## config.mk

```make
export PLATFORM = sky130hd
export DESIGN_NAME = opnd_fetch
export DESIGN_NICKNAME = d
export VERILOG_FILES = /design/src/rtl/opf_pkg.sv /design/src/rtl/opf_agen.sv /design/src/rtl/opf_ctrl.sv /design/src/rtl/opnd_fetch.sv
export SDC_FILE = /design/constraint.sdc
export NUM_CORES = 1
export LEC_CHECK = 0
export ABC_AREA = 1
export BUFFER_PORTS_ARGS = -buffer_cell sky130_fd_sc_hd__buf_4
export CORE_UTILIZATION = 40
export DETAILED_ROUTE_END_ITERATION = 10
export HOLD_SLACK_MARGIN = 0.08
export PLACE_DENSITY = 0.68
export SLEW_MARGIN = 20
export SYNTH_ARGS = -nofsm -noshare
export SYNTH_HDL_FRONTEND = slang
export SYNTH_SLANG_ARGS = --single-unit
export TNS_END_PERCENT = 10
```

## constraint.sdc

```tcl
create_clock -name clk_i -period 3.1 [get_ports clk_i]
set_input_delay 0.31 -clock clk_i [delete_from_list [all_inputs] [get_ports clk_i]]
set_output_delay 0.31 -clock clk_i [all_outputs]
set_load 0.01 [all_outputs]
```

## src/rtl/opf_pkg.sv

```systemverilog
package opf_pkg;
  // mode encoding is decoded by the issuing stage
  typedef enum logic [3:0] {
    MD_REG  = 4'd1,
    MD_IMM  = 4'd2,
    MD_DISP = 4'd3,
    MD_RIND = 4'd4,
    MD_IDX  = 4'd5,
    MD_ABS  = 4'd6,
    MD_MIND = 4'd7,
    MD_AINC = 4'd8,
    MD_ADEC = 4'd9,
    MD_SCL  = 4'd10
  } opf_mode_e;

  typedef enum logic [2:0] {
    ST_IDLE,
    ST_ADDR,
    ST_MEM1,
    ST_MEM2,
    ST_DONE
  } opf_state_e;
endpackage

```

## src/rtl/opf_agen.sv

```systemverilog
module opf_agen
  import opf_pkg::*;
#(
  parameter int AW  = 32,
  parameter int SZW = 2
) (
  input  opf_mode_e         mode_i,
  input  logic [AW-1:0]     base_i,
  input  logic [AW-1:0]     index_i,
  input  logic [AW-1:0]     cval_i,
  input  logic [SZW-1:0]    size_i,
  output logic [AW-1:0]     ea_o,
  output logic [AW-1:0]     wb_val_o,
  output logic [AW-1:0]     direct_val_o,
  output logic              mem_o,
  output logic              indirect_o,
  output logic              wb_o,
  output logic              illegal_o
);
  localparam int NSH = 1 << SZW;

  logic [AW-1:0] scaled [NSH];
  logic [AW-1:0] step;

  for (genvar g = 0; g < NSH; g++) begin : g_scale
    assign scaled[g] = index_i << g;
  end

  assign step = {{(AW-1){1'b0}}, 1'b1} << size_i;

  always_comb begin
    ea_o         = base_i;
    wb_val_o     = base_i;
    direct_val_o = '0;
    mem_o        = 1'b1;
    indirect_o   = 1'b0;
    wb_o         = 1'b0;
    illegal_o    = 1'b0;
    case (mode_i)
      MD_REG:  begin mem_o = 1'b0; direct_val_o = base_i; end
      MD_IMM:  begin mem_o = 1'b0; direct_val_o = cval_i; end
      MD_DISP: ea_o = base_i + cval_i;
      MD_RIND: ea_o = base_i;
      MD_IDX:  ea_o = base_i + index_i;
      MD_ABS:  ea_o = cval_i;
      MD_MIND: indirect_o = 1'b1;
      MD_AINC: begin wb_o = 1'b1; wb_val_o = base_i + step; end
      MD_ADEC: begin wb_o = 1'b1; wb_val_o = base_i - step; end
      MD_SCL:  ea_o = cval_i + base_i + scaled[size_i];
      default: begin mem_o = 1'b0; illegal_o = 1'b1; end
    endcase
  end
endmodule

```

## src/rtl/opf_ctrl.sv

```systemverilog
module opf_ctrl
  import opf_pkg::*;
(
  input  logic       clk_i,
  input  logic       rst_ni,
  input  logic       start_i,
  input  logic       mem_i,
  input  logic       indirect_i,
  input  logic       rvalid_i,
  output opf_state_e state_o,
  output logic       accept_o,
  output logic       ptr_done_o,
  output logic       rd_done_o
);
  opf_state_e state_q, state_d;

  assign accept_o   = (state_q == ST_IDLE) && start_i;
  assign ptr_done_o = (state_q == ST_MEM1) && rvalid_i && indirect_i;
  assign rd_done_o  = rvalid_i && (((state_q == ST_MEM1) && !indirect_i) ||
                                   (state_q == ST_MEM2));
  assign state_o    = state_q;

  always_comb begin
    state_d = state_q;
    case (state_q)
      ST_IDLE: if (start_i) state_d = ST_ADDR;
      ST_ADDR: state_d = mem_i ? ST_MEM1 : ST_DONE;
      ST_MEM1: if (rvalid_i) state_d = indirect_i ? ST_MEM2 : ST_DONE;
      ST_MEM2: if (rvalid_i) state_d = ST_DONE;
      ST_DONE: state_d = ST_IDLE;
      default: state_d = ST_IDLE;
    endcase
  end

  always_ff @(posedge clk_i or negedge rst_ni) begin
    if (!rst_ni) state_q <= ST_IDLE;
    else         state_q <= state_d;
  end
endmodule

```

## src/rtl/opnd_fetch.sv

```systemverilog
module opnd_fetch
  import opf_pkg::*;
#(
  parameter int AW  = 32,
  parameter int SZW = 2
) (
  input  logic           clk_i,
  input  logic           rst_ni,
  input  logic           start_i,
  input  logic [3:0]     mode_i,
  input  logic [AW-1:0]  base_val_i,
  input  logic [AW-1:0]  index_val_i,
  input  logic [AW-1:0]  const_i,
  input  logic [SZW-1:0] size_i,
  output logic           busy_o,
  output logic           mem_req_o,
  output logic [AW-1:0]  mem_addr_o,
  input  logic           mem_rvalid_i,
  input  logic [AW-1:0]  mem_rdata_i,
  output logic           operand_valid_o,
  output logic [AW-1:0]  operand_o,
  output logic           err_o,
  output logic           wb_en_o,
  output logic [AW-1:0]  wb_val_o
);
  opf_state_e     state;
  logic           accept, ptr_done, rd_done;
  opf_mode_e      mode_q;
  logic [AW-1:0]  base_q, index_q, cval_q;
  logic [SZW-1:0] size_q;
  logic [AW-1:0]  ea, wb_val, direct_val;
  logic           need_mem, indirect, wb_mode, illegal;
  logic [AW-1:0]  addr_q, operand_q, wb_val_q;
  logic           err_q, wb_q;

  opf_ctrl u_ctrl (
    .clk_i      (clk_i),
    .rst_ni     (rst_ni),
    .start_i    (start_i),
    .mem_i      (need_mem),
    .indirect_i (indirect),
    .rvalid_i   (mem_rvalid_i),
    .state_o    (state),
    .accept_o   (accept),
    .ptr_done_o (ptr_done),
    .rd_done_o  (rd_done)
  );

  opf_agen #(.AW(AW), .SZW(SZW)) u_agen (
    .mode_i       (mode_q),
    .base_i       (base_q),
    .index_i      (index_q),
    .cval_i       (cval_q),
    .size_i       (size_q),
    .ea_o         (ea),
    .wb_val_o     (wb_val),
    .direct_val_o (direct_val),
    .mem_o        (need_mem),
    .indirect_o   (indirect),
    .wb_o         (wb_mode),
    .illegal_o    (illegal)
  );

  // request fields are captured so the issuer may move on
  always_ff @(posedge clk_i or negedge rst_ni) begin
    if (!rst_ni) begin
      mode_q  <= MD_REG;
      base_q  <= '0;
      index_q <= '0;
      cval_q  <= '0;
      size_q  <= '0;
    end else if (accept) begin
      mode_q  <= opf_mode_e'(mode_i);
      base_q  <= base_val_i;
      index_q <= index_val_i;
      cval_q  <= const_i;
      size_q  <= size_i;
    end
  end

  always_ff @(posedge clk_i or negedge rst_ni) begin
    if (!rst_ni) begin
      addr_q    <= '0;
      operand_q <= '0;
      wb_val_q  <= '0;
      err_q     <= 1'b0;
      wb_q      <= 1'b0;
    end else begin
      if (state == ST_ADDR) begin
        addr_q    <= ea;
        operand_q <= direct_val;
        wb_val_q  <= wb_val;
        err_q     <= illegal;
        wb_q      <= wb_mode;
      end
      if (ptr_done) addr_q    <= mem_rdata_i;
      if (rd_done)  operand_q <= mem_rdata_i;
    end
  end

  assign busy_o          = (state != ST_IDLE);
  assign mem_req_o       = (state == ST_MEM1) || (state == ST_MEM2);
  assign mem_addr_o      = addr_q;
  assign operand_valid_o = (state == ST_DONE);
  assign operand_o       = operand_q;
  assign err_o           = operand_valid_o && err_q;
  assign wb_en_o         = operand_valid_o && wb_q;
  assign wb_val_o        = wb_val_q;
endmodule

```

## Word level (Yosys, flattened, before mapping)

Index checks and enable logic that the tools add are counted.
Widths: inputs -> output; s select.

| operators by class | value |
|---|---|
| add/subtract/negate cells | 5 |
| multipliers | 0 |
| div/mod/pow operators | 0 |
| magnitude comparators | 1 |
| equal/unequal tests | 17 |
| shift-type cells | 1 |
| mux-type cells | 20 |
| bitwise operators | 1 |
| reduce and logical (&&, ||, !) cells | 18 |

Operators with widths:

| operator | count |
|---|---|
| $mux 32 | 6 |
| $add 32x32->32 | 4 |
| $pmux 32 s2 | 2 |
| $pmux 32 s4 | 1 |
| $bmux 32 s2 | 1 |
| $shl 1x2->32 const A | 1 |
| $sub 32x32->32 | 1 |
| $eq 4x3->1 const B | 4 |
| $mux 3 | 5 |
| $eq 4x4->1 const B | 3 |
| $pmux 3 s4 | 1 |
| $reduce_or 10->1 | 1 |
| $eq 4x2->1 const B | 2 |
| $reduce_or 8->1 | 1 |
| $logic_and 1x1->1 | 7 |
| $eq 3x2->1 const B | 2 |
| $ne 2x2->1 const B | 3 |
| $eq 4x1->1 const B | 1 |
| $mux 1 | 4 |
| $reduce_bool 2->1 | 2 |
| $eq 3x1->1 const B | 1 |
| $eq 3x3->1 const B | 1 |
| $ge 3x3->1 const B | 1 |
| $logic_not 3->1 | 1 |
| 6 further kinds | 7 |

| word-level totals | value |
|---|---|
| bits in registers | 203 |
| latch bits | 0 |
| memory bits (writable) | 0 |
| bits in read-only memories | 0 |
| output and inout bits | 101 |
| word-level logic and storage cells | 74 |
| memories | 0 |

## Depth between registers and ports, before layout

Gate-level depths: netlist (run 1).

| depth | value |
|---|---|
| depth in word-level cells | 8 |
| depth in mapped cells | 27 |
| gate-level depth less buffers | 27 |

## Hierarchy

A second synthesis (run 1) with hierarchy kept.

| unflattened totals | value |
|---|---|
| cells, all modules | 2929 |
| area, all modules | 18980.7 um^2 |

Modules (own cells, without submodules):

| module | times used | cells an instance | area each (um^2) | seq. area each (um^2) |
|---|---|---|---|---|
| opf_agen | 1 | 2038 | 10327.4 | 0.0 |
| opnd_fetch | 1 | 860 | 8458.1 | 5006.1 |
| opf_ctrl | 1 | 31 | 195.2 | 75.1 |

## Worst setup path before layout (run 1)

OpenSTA, ideal clock, no wires.

| path | value |
|---|---|
| path type | register -> register |
| start | reg base_q[1] |
| end | reg addr_q[28] (netlist: mem_addr_o[28]) |
| data arrival time | 3.333 ns |
| data required time | 2.984 ns |
| path slack | -0.350 ns |
| cell stages (with the launch flop) | 22 |
| path buffers | 0 |
| period minus slack after synthesis | 3.450 ns |
| path through | dfrtp_1 -> inv_1 -> fa_1 -> o21ai_1 -> a21oi_1 -> o21ai_1 -> nand2_1 -> nand3_1 -> nand2_1 -> and2_1 -> ha_1 -> nand2_1 -> nor2_1 -> inv_1 -> nor3_1 -> nand2_1 -> a21oi_1 -> nor2_1 -> nor2_1 -> nand3_1 -> nand2_1 -> nand2_1 |

| on the way | value |
|---|---|
| word-level cells in the longest chain between the ends | 5 |

Ends and longest elaborated chain:

| element | RTL line | text |
|---|---|---|
| from (decl) | opnd_fetch.sv:29 | `logic [AW-1:0] base_q, index_q, cval_q;` |
| from (signal assigned) | opnd_fetch.sv:74 | `base_q <= base_val_i;` |
| $add 32x32->32 | opf_agen.sv:42, opf_agen.sv:49 |  |
| $add 32x32->32 | opf_agen.sv:49 | `MD_SCL: ea_o = cval_i + base_i + scaled[size_i];` |
| $pmux 32 s4 (*) | opf_agen.sv:39 | `case (mode_i)` |
| $mux 32 (*) | opnd_fetch.sv:89 | `if (state == ST_ADDR) begin` |
| $mux 32 (*) | opnd_fetch.sv:96 | `if (ptr_done) addr_q <= mem_rdata_i;` |
| to (signal assigned) | opnd_fetch.sv:96 |  |
| to (decl) | opnd_fetch.sv:33 | `logic [AW-1:0] addr_q, operand_q, wb_val_q;` |

Every way passes the cells marked *; elsewhere a longest branch is shown, timed or not. The select of a mux whose other input is x is not followed.
A chain may end at the register's enable or synchronous reset.

## Worst setup path in the final report (run 1)

| path | value |
|---|---|
| start | reg cval_q[0] |
| end | reg addr_q[30] (netlist: mem_addr_o[30]) |

| on the way | value |
|---|---|
| word-level cells in the longest chain between the ends | 5 |

Ends and longest elaborated chain:

| element | RTL line | text |
|---|---|---|
| from (decl) | opnd_fetch.sv:29 |  |
| from (signal assigned) | opnd_fetch.sv:76 | `cval_q <= const_i;` |
| $add 32x32->32 (*) | opf_agen.sv:42, opf_agen.sv:49 |  |
| $add 32x32->32 | opf_agen.sv:49 |  |
| $pmux 32 s4 (*) | opf_agen.sv:39 |  |
| $mux 32 (*) | opnd_fetch.sv:89 |  |
| $mux 32 (*) | opnd_fetch.sv:96 |  |

Marked as above.

==> run summary, run 1 <==
# IOs = 239
synthesized area = 18,100 um2
drt wl/cell = 22.5 um
Chip Width = 215 um
crit end category = register
clock slew at the register clock pins of the worst setup and hold paths = 0.06 ns
violated checks = setup timing
Hold/Removal Path Class = in -> reg
top post-synthesis cells by area = dfrtp_1 28%, nand2_1 16%, ha_1 8.6%
Layout Cells excl Fill = 4,250
Clk Latency, worst-skew pair = 0.60 ns
initial DRC count = 2,391
H-tree depth = 1
Die ar. = 46,200 um2
worst setup margin = -0.710 ns
sequential element share of the synthesized area = 28.0%
area share of the largest cell type after synthesis = 27.9%
Worst Path Arrival = 4.25 ns
number of cells produced by synthesis = 2,797
largest net degree at the start of global routing = 73
fin nets = 3,902
period utilisation layout = 123%
GRT Util Overall = 40.3%
Die H = 215 um
P&R area growth vs syn = 53.7%
setup total negative slack = -14.94 ns
synth cell count leaders = 779 x nand2_1, 307 x inv_1, 298 x a21oi_1
utilization after layout = 62.7%
Routability Congestion = 1.07
CTS tree = yes
Vias/cell = 5.54
core box area = 44,400 um2
clk sinks = 203
global-route wire length before repair = 140,000 um
top-count cell post-synth = nand2_1
final setup fails = 38
Clock Skew = 0.0490 ns
clock buffer count from CTS = 26
total wire length = 95,400 um
minimum clock period = 3.81 ns
Hold WS = 0.117 ns
number of antenna violations at the first check in global routing = 6
Slew HR = 46.7%
placed cell count = 4,044
via count = 23,600
worst-case clock buffer depth = 3
root buffer cell = clkbuf_16
Synth cell types = 50
fraction of layout cells with a size suffix above 1 = 30.0%
vias in the first global route = 23,000
crit path launch type = register
I/O Buffers = 238
final global-route overflow total = 0
residual DRC count = 0
post-synth top area cell = dfrtp_1
Fmax = 0.262 GHz
Final ANT Viol Nets = 0
Fillers = 4,060
asr flop ratio synth = 100%
crit path max fanout = 4
Final Hold Violating Endpoints = 0
Mapped Nets = 3,064
row cnt = 77
DR pass1 iterations = 8
worst-margin pin slew = 0.798 ns
Max-Cap Viols = 0
Main synth FF type = dfrtp_1
mean post-synth cell area = 6.48 um2
Initial Util = 40.8%
DP HPWL = 75,700 um
RSZ-0062 raised after global routing = true
max-slew violation count = 0
Synth warnings = 0
status = complete, but fails checks
post-synthesis register bit count = 203
Post-synth EDFFs = 0
CP required = 3.54 ns
critical path class = reg -> reg
metal layers:
layer	vias to the layer above	wire length (um)	track usage, %
met5	-	48	0
met2	1228	42900	64.8
met3	226	8500	7.69
met4	8	4230	16.1
li1	11000	-	-
met1	11100	39700	53.0
logic make-up after synthesis:
family	count (synthesis)	synth area share, %
AO/OA/AOI/OAI	615	19.1
XOR/XNOR	36	1.74
adder cells (fa/ha/maj)	129	9.07
buffers and inverters	401	8.44
flip-flops	203	28.0
multiplexers	28	1.73
AND/OR/NAND/NOR	1385	31.9
cell usage in the layout (no fill, tap or decap), types with 26 or more instances in the layout:
| master | netlist | routed |
|---|---|---|
| ha_1 | 125 | 90 |
| nand4_1 | 42 | 42 |
| o21ai_0 | 161 | 127 |
| nand2_2 | 1 | 29 |
| dfrtp_1 | 202 | 198 |
| dlygate4sd3_1 | 0 | 133 |
| nor2_1 | 290 | 250 |
| nand2_1 | 779 | 742 |
| nor2_2 | 3 | 36 |
| inv_1 | 307 | 296 |
| a21oi_1 | 298 | 264 |
| nand3_1 | 183 | 166 |
| buf_4 | 3 | 748 |
| a21oi_2 | 0 | 30 |
| clkbuf_16 | 0 | 26 |
| mux2_2 | 26 | 26 |
| o211ai_1 | 40 | 40 |
| o21ai_1 | 10 | 28 |
| ha_4 | 0 | 33 |
worst paths after layout:
| kind | startpoint | end | slack, ns | cells after the start |
|---|---|---|---|---|
| min in group asynchronous | rst_ni | index_q[21]$_DFFE_PN0P_ | 0.31 | 2 |
| min reg2reg | wb_val_o[31]$_DFFE_PN0P_ | wb_val_o[31]$_DFFE_PN0P_ | 0.48 | 2 |
| max reg2reg | cval_q[0]$_DFFE_PN0P_ | mem_addr_o[30]$_DFFE_PN0P_ | -0.71 | 24 |
| max in group asynchronous | rst_ni | mem_addr_o[25]$_DFFE_PN0P_ | 1.90 | 3 |
| min | const_i[16] | cval_q[16]$_DFFE_PN0P_ | 0.12 | 3 |
| max | cval_q[0]$_DFFE_PN0P_ | mem_addr_o[30]$_DFFE_PN0P_ | -0.71 | 24 |
stage by stage:
stage               instance area, um2  setup slack, ns
detailed placement               24200            -1.05
CTS                              27100           -0.716
finish                           27900           -0.710
global route                     27900           -0.912
global placement                 24200            -1.09
floorplan                        18200          -0.0580
worst max-delay path, cell delays in order, from the launching register on:
cell      delay, ns
dfrtp_1        0.36
ha_2           0.19
inv_2          0.04
fa_2           0.37
o21ai_4        0.22
nand2_1        0.09
nand2_2        0.12
nand2_2        0.08
nand2_4        0.09
nand4_1        0.18
nand2_1        0.14
nand2_2        0.06
and2_4         0.15
ha_4           0.29
inv_4          0.04
buf_6          0.11
nor3_4         0.22
nand2_2        0.11
nand3b_1       0.20
nand2_1        0.09
nand2_1        0.06
nand3_2        0.06
nand4_1        0.18
nand2_1        0.14
nand2_1        0.06
repair_timing:
| action | 4_1_cts | 5_1_grt |
|---|---|---|
| hold buffers | 133 | 0 |
| setup endpoints to repair | 48 | 55 |
| setup buffers | 15 | 7 |
| resized for setup | 125 | 172 |
| endpoints found under the hold margin | 219 | 0 |
| pin swaps | 58 | 50 |
flip-flops by register name (all words and copies together), names as in the netlist:
signal          cells
cval_q             32
mem_addr_o         32
size_q              2
index_q            32
err_q               1
u_ctrl.state_o      3
wb_val_o           32
base_q             32
operand_o          32
mode_q              4
wb_q                1
cell type report:
type	count	area (um2)	share of cell area, %
clock buffers	34	711	2.55
well taps	592	741	2.66
repair buffers	894	7140	25.6
flip-flops and latches	203	5090	18.3
diodes	3	7.51	0.0269
inverters	317	1190	4.29
clock inverters	14	165	0.593
multi-input cells	2193	12800	46.0
Power of run 1 is left out: the tool's default activity adds up to more than one toggle a clock period on the data nets, which glitch-free logic cannot reach.
==> run 2, diff against run 1 <==
--- a/config.mk
+++ b/config.mk
@@ -7,6 +7,7 @@
 export LEC_CHECK = 0
 export ABC_AREA = 1
 export BUFFER_PORTS_ARGS = -buffer_cell sky130_fd_sc_hd__buf_4
+export CORE_MARGIN = 1.5
 export CORE_UTILIZATION = 40
 export DETAILED_ROUTE_END_ITERATION = 10
 export HOLD_SLACK_MARGIN = 0.08
==> run summary, run 2 (synthesis gave the netlist of run 1 again) <==
core box area = 44,500 um2 (+0.22%)
most frequent cells in the layout = 742 x buf_4, 738 x nand2_1, 301 x inv_1
Slew HR = 37.2% (-9.5 points)
Final Hold Violating Endpoints = 0 (unchanged)
Layout Cells excl Fill = 4,239 (-0.26%)
final global-route overflow total = 0 (unchanged)
max-slew violation count = 0 (unchanged)
clock buffer count from CTS = 26 (unchanged)
initial DRC count = 2,579 (+7.9%)
global-route wire length before repair = 141,000 um (+0.16%)
worst-case clock buffer depth = 3 (unchanged)
residual DRC count = 0 (unchanged)
H-tree depth = 1 (unchanged)
Clk Latency, worst-skew pair = 0.59 ns (about the same)
minimum clock period = 3.93 ns (+0.124 ns)
fin nets = 3,894 (-0.21%)
status = complete, but fails checks
Worst Path Arrival = 4.37 ns (+0.12 ns)
Max-Cap Viols = 0 (unchanged)
critical path class = reg -> reg
Initial Util = 40.7% (-0.088 points)
worst setup margin = -0.834 ns (-0.124 ns)
DP HPWL = 76,300 um (+0.74%)
largest net degree at the start of global routing = 87 (+19%)
P&R area growth vs syn = 52.9%
Clock Skew = 0.0448 ns (-0.00415 ns)
reg2reg end = mem_addr_o[21]$_DFFE_PN0P_
Final ANT Viol Nets = 0 (unchanged)
Min-Delay Path Depth = 3 (unchanged)
placed cell count = 4,042 (-0.049%)
violated checks = setup timing
total wire length = 96,100 um (+0.68%)
final setup fails = 36 (-5.3%)
clock slew at the register clock pins of the worst setup and hold paths = 0.07 ns (about the same)
Hold/Removal Path Class = in -> reg
Die H = 216 um (+0.47%)
GRT Util Overall = 40.1% (-0.14 points)
# IOs = 239 (unchanged)
root buffer cell = clkbuf_16
DR pass1 iterations = 6 (-2)
Die ar. = 46,600 um2 (+0.93%)
drt wl/cell = 22.7 um (+0.94%)
clk sinks = 203 (unchanged)
vias in the first global route = 22,800 (-0.72%)
fraction of layout cells with a size suffix above 1 = 29.6% (-0.34 points)
critical hold path startpoint = const_i[19]
CP required = 3.53 ns (about the same)
Vias/cell = 5.55 (about the same)
DP Area = 24,200 um2 (about the same)
register-to-register setup slack = -0.83 ns (-0.12 ns)
crit path from = base_q[0]$_DFFE_PN0P_
CTS tree = yes
most common cell after layout, fill and taps aside = buf_4
Chip Width = 216 um (+0.47%)
row cnt = 77 (unchanged)
crit end category = register
worst-margin pin slew = 0.940 ns (+0.142 ns)
Fmax = 0.254 GHz (-3.1%)
pre-CTS setup slack = -1.08 ns (-0.0308 ns)
crit path max fanout = 5 (+1)
Routability Congestion = 1.12 (+5.1%)
via count = 23,500 (-0.21%)
period utilisation layout = 127% (+4.0 points)
crit path launch type = register
Reg2Reg Launch Point = base_q[0]$_DFFE_PN0P_
R2R depth = 23 (-4.2%)
I/O Buffers = 238 (unchanged)
number of antenna violations at the first check in global routing = 7 (+1)
Worst Hold Endpoint = cval_q[19]$_DFFE_PN0P_
fin area = 27,700 um2 (-0.56%)
RSZ-0062 raised after global routing = true
==> run 2: cell count changes in the layout (fill, tap and decap cells not counted), sizes merged, moves of 3 or more <==
cell / change
buf: -3
clkinv: -3
dlygate4sd3: -5
bufinv: -3
clkbuf: +4
==> run 2: how the worst max path moves through the flow <==
stage | end | slack [ns] | depth (start not counted)
2_1_floorplan | mem_addr_o[22]$_DFFE_PN0P_ | -0.06 | 22
3_3_place_gp | mem_addr_o[21]$_DFFE_PN0P_ | -1.14 | 26
3_5_place_dp | mem_addr_o[19]$_DFFE_PN0P_ | -1.08 | 21
4_1_cts | mem_addr_o[27]$_DFFE_PN0P_ | -0.77 | 28
5_1_grt | mem_addr_o[27]$_DFFE_PN0P_ | -0.94 | 28
6_report | mem_addr_o[21]$_DFFE_PN0P_ | -0.83 | 23
==> run 2: per-layer routing <==
layer | vias to the layer above | part of all wire (%) | GRT usage (%)
li1 | 11000 | - | -
met1 | 11100 | 42 | 53.1
met2 | 1213 | 44 | 63.2
met3 | 270 | 8.7 | 7.67
met4 | 8 | 5.6 | 18.6
met5 | - | 0.045 | 0
==> run 2: repair_timing <==
| action | 4_1_cts | 5_1_grt |
|---|---|---|
| endpoints found under the setup margin | 49 | 49 |
| pin swaps | 33 | 59 |
| buffers inserted | 11 | 11 |
| gates resized for setup | 136 | 144 |
| cloned | 0 | 0 |
| endpoints found under the hold margin | 221 | 0 |
| hold buffers | 128 | 0 |
==> run 2: area by class of cell <==
cell class | count | area [um2]
multi-input combinational | 2193 | 12800
timing repair buffer | 886 | 7100
fill | 4057 | 16800
sequential | 203 | 5080
inverter | 317 | 1190
tap | 592 | 741
clock inverter | 9 | 67.6
antenna | 1 | 2.50
clock buffer | 38 | 746
==> run 2: critical path, stage by stage (launching register included) <==
cell,delay (ns)
dfrtp_1,0.39
ha_4,0.16
inv_2,0.03
fa_2,0.37
o21ai_4,0.26
a21oi_4,0.12
o21ai_4,0.26
nand2_2,0.08
nand3_1,0.08
nand2_1,0.06
and2_1,0.18
ha_4,0.33
nand2_4,0.08
buf_4,0.16
nor2_4,0.12
a21oi_1,0.08
buf_4,0.16
buf_4,0.13
nand3_2,0.07
nand2_2,0.05
nand3_2,0.09
nand4_1,0.22
nand2_2,0.20
nand2_2,0.07
==> run 2: stage by stage <==
step                hold WS [ns]  setup TNS, ns  util (%)
finish                     0.105         -16.50      62.3
floorplan                 0.0144         -0.101         -
CTS                       0.0826         -17.13      60.7
global route              0.0911         -23.16      62.2
detailed placement         0.393         -24.65      54.4
global placement           0.392         -23.91      54.4
Power of run 2 is left out for the same reason.
